<file path="src/rtl/irqv_pkg.sv">
package irqv_pkg;
  localparam int STAT_W = 16;
  localparam int ENA_W  = 6;
  localparam int VEC_W  = $clog2(ENA_W + 1);

  localparam int B_BUSY     = 12;
  localparam int B_RRDY     = 3;
  localparam int B_XRDY     = 4;
  localparam int B_RX_DMA   = 15;
  localparam int B_TX_DMA   = 7;
  localparam int B_FORCE    = 11;

  localparam logic [STAT_W-1:0] IMPL_MASK = 16'h8C3F;
  localparam logic [ENA_W-1:0]  W1C_MASK  = 6'h27;

  typedef enum logic [1:0] {
    SEL_MASK = 2'd0,
    SEL_STAT = 2'd1,
    SEL_DMA  = 2'd2,
    SEL_TEST = 2'd3
  } reg_sel_e;
endpackage

</file>
<file path="src/rtl/irqv_status_regs.sv">
module irqv_status_regs
  import irqv_pkg::*;
(
  input  logic              clk,
  input  logic              rst_n,
  input  logic [STAT_W-1:0] set_pulse,
  input  logic [STAT_W-1:0] clr_pulse,
  input  logic [ENA_W-1:0]  sw_clr,
  input  logic [ENA_W-1:0]  vec_clr,
  input  logic              force_low,
  output logic [STAT_W-1:0] flags_q
);
  localparam int PAD_W = STAT_W - ENA_W;

  logic [STAT_W-1:0] clr_all;
  logic [STAT_W-1:0] set_all;
  logic [STAT_W-1:0] flags_d;

  always_comb begin
    clr_all = clr_pulse | {{PAD_W{1'b0}}, sw_clr} | {{PAD_W{1'b0}}, vec_clr};
    set_all = set_pulse | {{PAD_W{1'b0}}, {ENA_W{force_low}}};
    // sets are applied after clears so a same-cycle set wins
    flags_d = ((flags_q & ~clr_all) | set_all) & IMPL_MASK;
  end

  always_ff @(posedge clk or negedge rst_n) begin
    if (!rst_n) flags_q <= '0;
    else        flags_q <= flags_d;
  end
endmodule

</file>
<file path="src/rtl/irqv_ctrl_regs.sv">
module irqv_ctrl_regs
  import irqv_pkg::*;
#(
  parameter bit NEWER_REV = 1'b1
) (
  input  logic              clk,
  input  logic              rst_n,
  input  logic              wr_mask,
  input  logic [ENA_W-1:0]  mask_data,
  input  logic              wr_dma,
  input  logic              rx_en_bit,
  input  logic              tx_en_bit,
  output logic [ENA_W-1:0]  ie_mask_q,
  output logic              rx_dma_en_q,
  output logic              tx_dma_en_q
);
  localparam logic [ENA_W-1:0] KEEP = NEWER_REV ? 6'h3F : 6'h1F;

  always_ff @(posedge clk or negedge rst_n) begin
    if (!rst_n) begin
      ie_mask_q   <= '0;
      rx_dma_en_q <= 1'b0;
      tx_dma_en_q <= 1'b0;
    end else if (wr_mask) begin
      ie_mask_q <= mask_data & KEEP;
    end else if (wr_dma) begin
      rx_dma_en_q <= rx_en_bit;
      tx_dma_en_q <= tx_en_bit;
      if (rx_en_bit) ie_mask_q[B_RRDY] <= 1'b0;
      if (tx_en_bit) ie_mask_q[B_XRDY] <= 1'b0;
    end
  end
endmodule

</file>
<file path="src/rtl/irqv_vector.sv">
module irqv_vector
  import irqv_pkg::*;
#(
  parameter bit NEWER_REV = 1'b1
) (
  input  logic [ENA_W-1:0] pending,
  input  logic             rd_stb,
  output logic [VEC_W-1:0] vec_out,
  output logic [ENA_W-1:0] ack_clr
);
  generate
    if (NEWER_REV) begin : g_absent
      logic unused_vec;
      assign unused_vec = ^{pending, rd_stb};
      assign vec_out    = '0;
      assign ack_clr    = '0;
    end else begin : g_present
      logic [ENA_W-1:0] pick;
      logic [VEC_W-1:0] code;
      always_comb begin
        pick = '0;
        code = '0;
        for (int i = ENA_W - 1; i >= 0; i--) begin
          if (pending[i]) begin
            pick = '0;
            pick[i] = 1'b1;
            code = VEC_W'(i + 1);
          end
        end
      end
      assign vec_out = code;
      assign ack_clr = rd_stb ? pick : '0;
    end
  endgenerate
endmodule

</file>
<file path="src/rtl/irq_status_unit.sv">
module irq_status_unit
  import irqv_pkg::*;
#(
  parameter bit NEWER_REV = 1'b1
) (
  input  logic              clk,
  input  logic              rst_n,
  input  logic [STAT_W-1:0] evt_set,
  input  logic [STAT_W-1:0] evt_clr,
  input  logic              bus_busy,
  input  logic              wr_en,
  input  logic [1:0]        wr_sel,
  input  logic [STAT_W-1:0] wr_data,
  input  logic              vec_rd,
  output logic [STAT_W-1:0] status_word,
  output logic [ENA_W-1:0]  ie_mask,
  output logic [STAT_W-1:0] dma_cfg,
  output logic              irq,
  output logic              rx_dma_req,
  output logic              tx_dma_req,
  output logic [VEC_W-1:0]  vec_value
);
  reg_sel_e          sel;
  logic              wr_mask, wr_stat, wr_dma, wr_test;
  logic [ENA_W-1:0]  sw_clr;
  logic [ENA_W-1:0]  vec_clr;
  logic              force_low;
  logic [STAT_W-1:0] flags_q;
  logic              rx_en, tx_en;
  logic [ENA_W-1:0]  pending;
  logic              unused_wr;

  assign sel       = reg_sel_e'(wr_sel);
  assign wr_mask   = wr_en && (sel == SEL_MASK);
  assign wr_stat   = wr_en && (sel == SEL_STAT);
  assign wr_dma    = wr_en && (sel == SEL_DMA);
  assign wr_test   = wr_en && (sel == SEL_TEST);
  assign sw_clr    = (NEWER_REV && wr_stat) ? (wr_data[ENA_W-1:0] & W1C_MASK) : '0;
  assign force_low = NEWER_REV && wr_test && wr_data[B_FORCE];
  assign unused_wr = ^{wr_data[14:12], wr_data[10:8], wr_data[6]};

  irqv_status_regs u_status (
    .clk       (clk),
    .rst_n     (rst_n),
    .set_pulse (evt_set),
    .clr_pulse (evt_clr),
    .sw_clr    (sw_clr),
    .vec_clr   (vec_clr),
    .force_low (force_low),
    .flags_q   (flags_q)
  );

  irqv_ctrl_regs #(.NEWER_REV(NEWER_REV)) u_ctrl (
    .clk         (clk),
    .rst_n       (rst_n),
    .wr_mask     (wr_mask),
    .mask_data   (wr_data[ENA_W-1:0]),
    .wr_dma      (wr_dma),
    .rx_en_bit   (wr_data[B_RX_DMA]),
    .tx_en_bit   (wr_data[B_TX_DMA]),
    .ie_mask_q   (ie_mask),
    .rx_dma_en_q (rx_en),
    .tx_dma_en_q (tx_en)
  );

  assign pending = flags_q[ENA_W-1:0] & ie_mask;

  irqv_vector #(.NEWER_REV(NEWER_REV)) u_vec (
    .pending (pending),
    .rd_stb  (vec_rd),
    .vec_out (vec_value),
    .ack_clr (vec_clr)
  );

  always_comb begin
    status_word         = flags_q;
    status_word[B_BUSY] = bus_busy;
    dma_cfg             = '0;
    dma_cfg[B_RX_DMA]   = rx_en;
    dma_cfg[B_TX_DMA]   = tx_en;
  end

  assign irq        = |pending;
  assign rx_dma_req = rx_en & flags_q[B_RRDY];
  assign tx_dma_req = tx_en & flags_q[B_XRDY];
endmodule

</file>
<file path="config.mk">
export PLATFORM = sky130hd
export DESIGN_NAME = irq_status_unit
export DESIGN_NICKNAME = d
export VERILOG_FILES = /design/src/rtl/irqv_pkg.sv /design/src/rtl/irqv_status_regs.sv /design/src/rtl/irqv_ctrl_regs.sv /design/src/rtl/irqv_vector.sv /design/src/rtl/irq_status_unit.sv
export SDC_FILE = /design/constraint.sdc
export NUM_CORES = 1
export LEC_CHECK = 0
export BUFFER_PORTS_ARGS = -buffer_cell sky130_fd_sc_hd__buf_4
export CORE_UTILIZATION = 32
export DETAILED_ROUTE_END_ITERATION = 7
export PLACE_DENSITY = 0.81
export SLEW_MARGIN = 15
export SYNTH_ARGS = -nofsm -noshare
export SYNTH_HDL_FRONTEND = slang
export SYNTH_SLANG_ARGS = --single-unit
</file>
<file path="constraint.sdc">
create_clock -name clk -period 0.81 [get_ports clk]
set_input_delay 0.081 -clock clk [delete_from_list [all_inputs] [get_ports clk]]
set_output_delay 0.081 -clock clk [all_outputs]
set_load 0.005 [all_outputs]
</file>
# Word-level counts from Yosys, hierarchy flattened

Cells that the tools add are included.

Input bits: 55
Bits in registers: 17
Word-level logic and storage cells: 36
Output and inout bits: 44

Multiplexer cells: 5
Reductions and logical operators: 13
Bitwise gates (word level): 9
Equal/unequal tests: 3

Operators by type and width:

| cell                                                                   | number |
|---|---|
| 16-bit by 6-bit OR with 16-bit output                                  | 2 |
| 16-bit bitwise AND                                                     | 1 |
| 16-bit inverter                                                        | 1 |
| 16-bit OR                                                              | 1 |
| 6-bit bitwise AND                                                      | 1 |
| 6-bit two-way mux                                                      | 1 |
| 2-bit AND reduction                                                    | 3 |
| 2-bit nonzero test                                                     | 3 |
| 6-bit OR reduction                                                     | 1 |
| 1-bit logical AND                                                      | 5 |
| 2-bit equality test (second input constant)                            | 2 |
| 2-bit two-way mux                                                      | 2 |
| 1-bit bitwise AND                                                      | 2 |
| 2-bit by 1-bit equality test with 1-bit output (second input constant) | 1 |
| 2-bit logical NOT                                                      | 1 |
| 1-bit two-way mux                                                      | 2 |
| 1-bit inverter                                                         | 1 |

# Depth between registers and ports, before layout

Word-level depth: 7
Depth in mapped cells: 4
Gate-level depth less buffers: 3

# Hierarchy

Synthesis repeated with hierarchy kept, for this count alone.

Cell total of the unflattened synthesis: 106
Area total of the unflattened synthesis: 1082.3 µm²

By module, submodules not included:

| module           | sequential area each (µm²) | area each (µm²) | instances | cells an instance |
|---|---|---|---|---|
| irqv_status_regs | 225.2                      | 405.4           | 1         | 35 |
| irqv_ctrl_regs   | 200.2                      | 337.8           | 1         | 22 |
| irq_status_unit  | 0.0                        | 267.8           | 1         | 39 |
| irqv_vector      | 0.0                        | 71.3            | 1         | 10 |

# Least setup slack after synthesis

No wires, ideal clock.

Path kind: input-to-reg
Start point: input port wr_en
End point: register u_ctrl.ie_mask_q[0]
Slack: -0.065 ns
Buffers on the path: 1
Setup time: 0.125 ns
Cell stages on the path: 4
Data arrival time: 0.750 ns
Path through: nor2b_4 > and2_1 > buf_6 > mux2_4

Word-level cells in the longest chain between the ends: 1

RTL lines:

| what                 | RTL line              | source |
|---|---|---|
| start, declared      | irq_status_unit.sv:11 | `input logic wr_en,` |
| 1-bit logical AND    | irq_status_unit.sv:34 | `assign wr_mask = wr_en && (sel == SEL_MASK);` |
| end signal, assigned | irqv_ctrl_regs.sv:25  | `ie_mask_q <= mask_data & KEEP;` |
| end, declared        | irqv_ctrl_regs.sv:13  | `output logic [ENA_W-1:0] ie_mask_q,` |

Every way passes these cells.
A chain may end at the register's enable or synchronous reset.

# Worst setup path in the final report

Start point: register u_ctrl.ie_mask_q[2]
End point: output port irq

Word-level cells in the longest chain between the ends: 2

RTL lines:

| what               | RTL line              | source |
|---|---|---|
| 6-bit bitwise AND  | irq_status_unit.sv:66 | `assign pending = flags_q[ENA_W-1:0] & ie_mask;` |
| 6-bit OR reduction | irq_status_unit.sv:83 | `assign irq = \|pending;` |
| end, declared      | irq_status_unit.sv:18 | `output logic irq,` |

Every way passes these cells.

==> reports/qor.csv <==
metric;value;unit
fin_cells;199;
whs;-1.04;ps
cp_max_fo;2;
power_density;1510;mW/mm^2
yosysUniqueCellTypes;19;
netlist_area;973;sq um
synth.most_common_cell;buf_4;
criticalPathCategory;reg2out;
violations;design-rule violations, negative hold slack, negative setup slack;
synth_top_cell_by_area;dfrtp_1;
fmax;801;MHz
drv_cap;0;
ant_nets;0;
vias_per_cell;4.47;
syn_area_per_cell;10.8;sq um
synth_top_area_share;43.7;%
synth_seq_cells;17;
crit_arrival;1170;ps
power.total;0.00253;W
grt_pass1_wl;3.55;mm
initial_core_util;34.4;%
maxSlewViolCount;0;
synth-seq-area-share;43.7;%
start_kind;flop;
final_util;59.0;%
period_minus_slack;1250;ps
final.setup.worst_slack;-439;ps
tritoncts;built;
hp-class;in2reg;
nFillCells;221;
slowest_stage;dfrtp_1;
cts_max_path_buffers;2;
critPathMaxStageDelay;420;ps
post-place-cells;176;
clkTransAtPathRegs;110;ps
antennaDiodeCount;0;
synth_area_leaders;dfrtp_1 (44%), buf_4 (20%), mux2_4 (6.2%);
setup-violations-final;30;
coreArea;0.00283;sq mm
grt_antenna_before_repair;0;
clk_latency;290;ps
cts-root-buf;clkbuf_4;
drc;11;
overflow;0;
synth_common_cells;buf_4 (26), dfrtp_1 (17), inv_1 (10), nand2_1 (5);
cts_buffers;3;
p_leak;0.886;nW
multi_input_area;397;sq um
grt_pass1_vias;759;
cts.sinks;17;
status;complete, but fails checks;
finalCritPeriodShare;154;%
max-vdd-ir-drop;0.000676;V
io_buffers;51;
core.rowCount;19;
synth_top_flop_cell;dfrtp_1;
ff_latch_area;425;sq um
num_vias;890;
place_area;0.00134;sq mm
wl;2.80;mm
syn-instance-count;90;
synth_edf_count;0;
die-area;0.00327;sq mm
pin_count;99;
place.gp.congestion;0.752;
area_growth;71.6;%
cp_data_required_time;730;ps
wl_per_cell;14.1;microns
path_cells;a22oi_2, nand3_1, buf_4;
hpwlAfterDp;1.77;mm
ys_async_sr_fraction;100;%
clock_skew;0;ps
crit_path_end_kind;output port;
grt_max_degree;18;
rsz0062_at_grt;yes;
postLayoutCellArea;0.00167;sq mm
die_y;57.2;microns
h-tree-depth;1;
drive_above_1_share;53.6;%
grt.total_usage;14.3;%
dr.pass1.iters;8;
hold_viol;1;
drt_iter0_markers;52;
nets;224;
ys.warnings.count;0;
die_w;57.2;microns
-- worst max-delay path, delay by kind of cell, from the launching register on --
family                 cells  cell delay [ps]
AOI/OAI and AO/OA          1              200
DFF                        1              420
and+or+nand+nor            1              100
buffers and inverters      1              150
-- final timing paths --
check	startpoint	endpoint	slack, ps	cells after the start
min reg2reg	u_status.flags_q[11]	u_status.flags_q[11]	520	1
min in group asynchronous	rst_n	u_ctrl.ie_mask_q[1]	170	2
max	u_ctrl.ie_mask_q[2]	irq	-440	3
max reg2reg	u_status.flags_q[0]	u_status.flags_q[0]	-300	4
max in group asynchronous	rst_n	u_ctrl.ie_mask_q[5]	440	2
min	evt_set[5]	u_status.flags_q[5]	-1	2
-- flip-flops by register name (all words and copies together), names as in the netlist --
signal / cells
u_status.flags_q: 9
u_ctrl.ie_mask_q: 6
u_ctrl.rx_dma_en_q: 1
u_ctrl.tx_dma_en_q: 1
-- routing by layer --
layer / GRT usage [%] / vias to the layer above / part of all wire, %
li1: - / 409 / -
met1: 16.4 / 423 / 35
met2: 25.0 / 54 / 56
met3: 6.12 / 4 / 7.8
met4: 2.44 / 0 / 1.5
met5: 0 / - / 0
-- cell type report --
class | instances | area share [%]
sequential | 17 | 25.5
clock inverter | 1 | 0.300
tap | 31 | 2.32
inverter | 10 | 2.25
timing repair buffer | 80 | 44.6
clock buffer | 3 | 1.35
multi-input combinational | 57 | 23.7
-- per-stage QoR --
stage	TNS, ps	setup slack, ps
6_report	-5570	-439
5_1_grt	-6650	-537
4_1_cts	-5060	-431
3_5_place_dp	-2040	-223
3_3_place_gp	-1700	-179
2_1_floorplan	-267	-60.5
-- placed cells by master, fill, tap and decap left out, types with 2 or more instances in the layout --
cell,synthesis,layout
buf_6,2,33
clkbuf_4,0,3
mux2_4,4,5
a22o_1,2,2
and2_4,0,3
conb_1,1,23
a311o_1,4,4
a22oi_2,0,2
dfrtp_1,17,17
o21ai_0,2,2
dlygate4sd3_1,0,8
a21o_1,3,3
nand2_1,5,5
buf_4,26,39
inv_1,10,10
a211o_1,2,2
-- report_power, final --
part           internal, W  switching, W
registers         0.000951     0.0000996
logic             0.000704      0.000306
clock network     0.000184      0.000282
total              0.00184      0.000688
-- repair_timing --
action	in CTS	in global routing
endpoints found under the hold margin	25	7
resized for setup	24	16
hold buffers	5	3
pin swaps	3	4
buffers inserted	6	10
setup endpoints to repair	27	32
-- cells by family after synthesis --
family | synth area share, %
flops | 43.7
simple gates | 7.84
other cells | 0.385
compound gates | 13.4
mux | 8.48
buf+inv | 26.2
No activity file was read; power rests on OpenSTA's default activity.
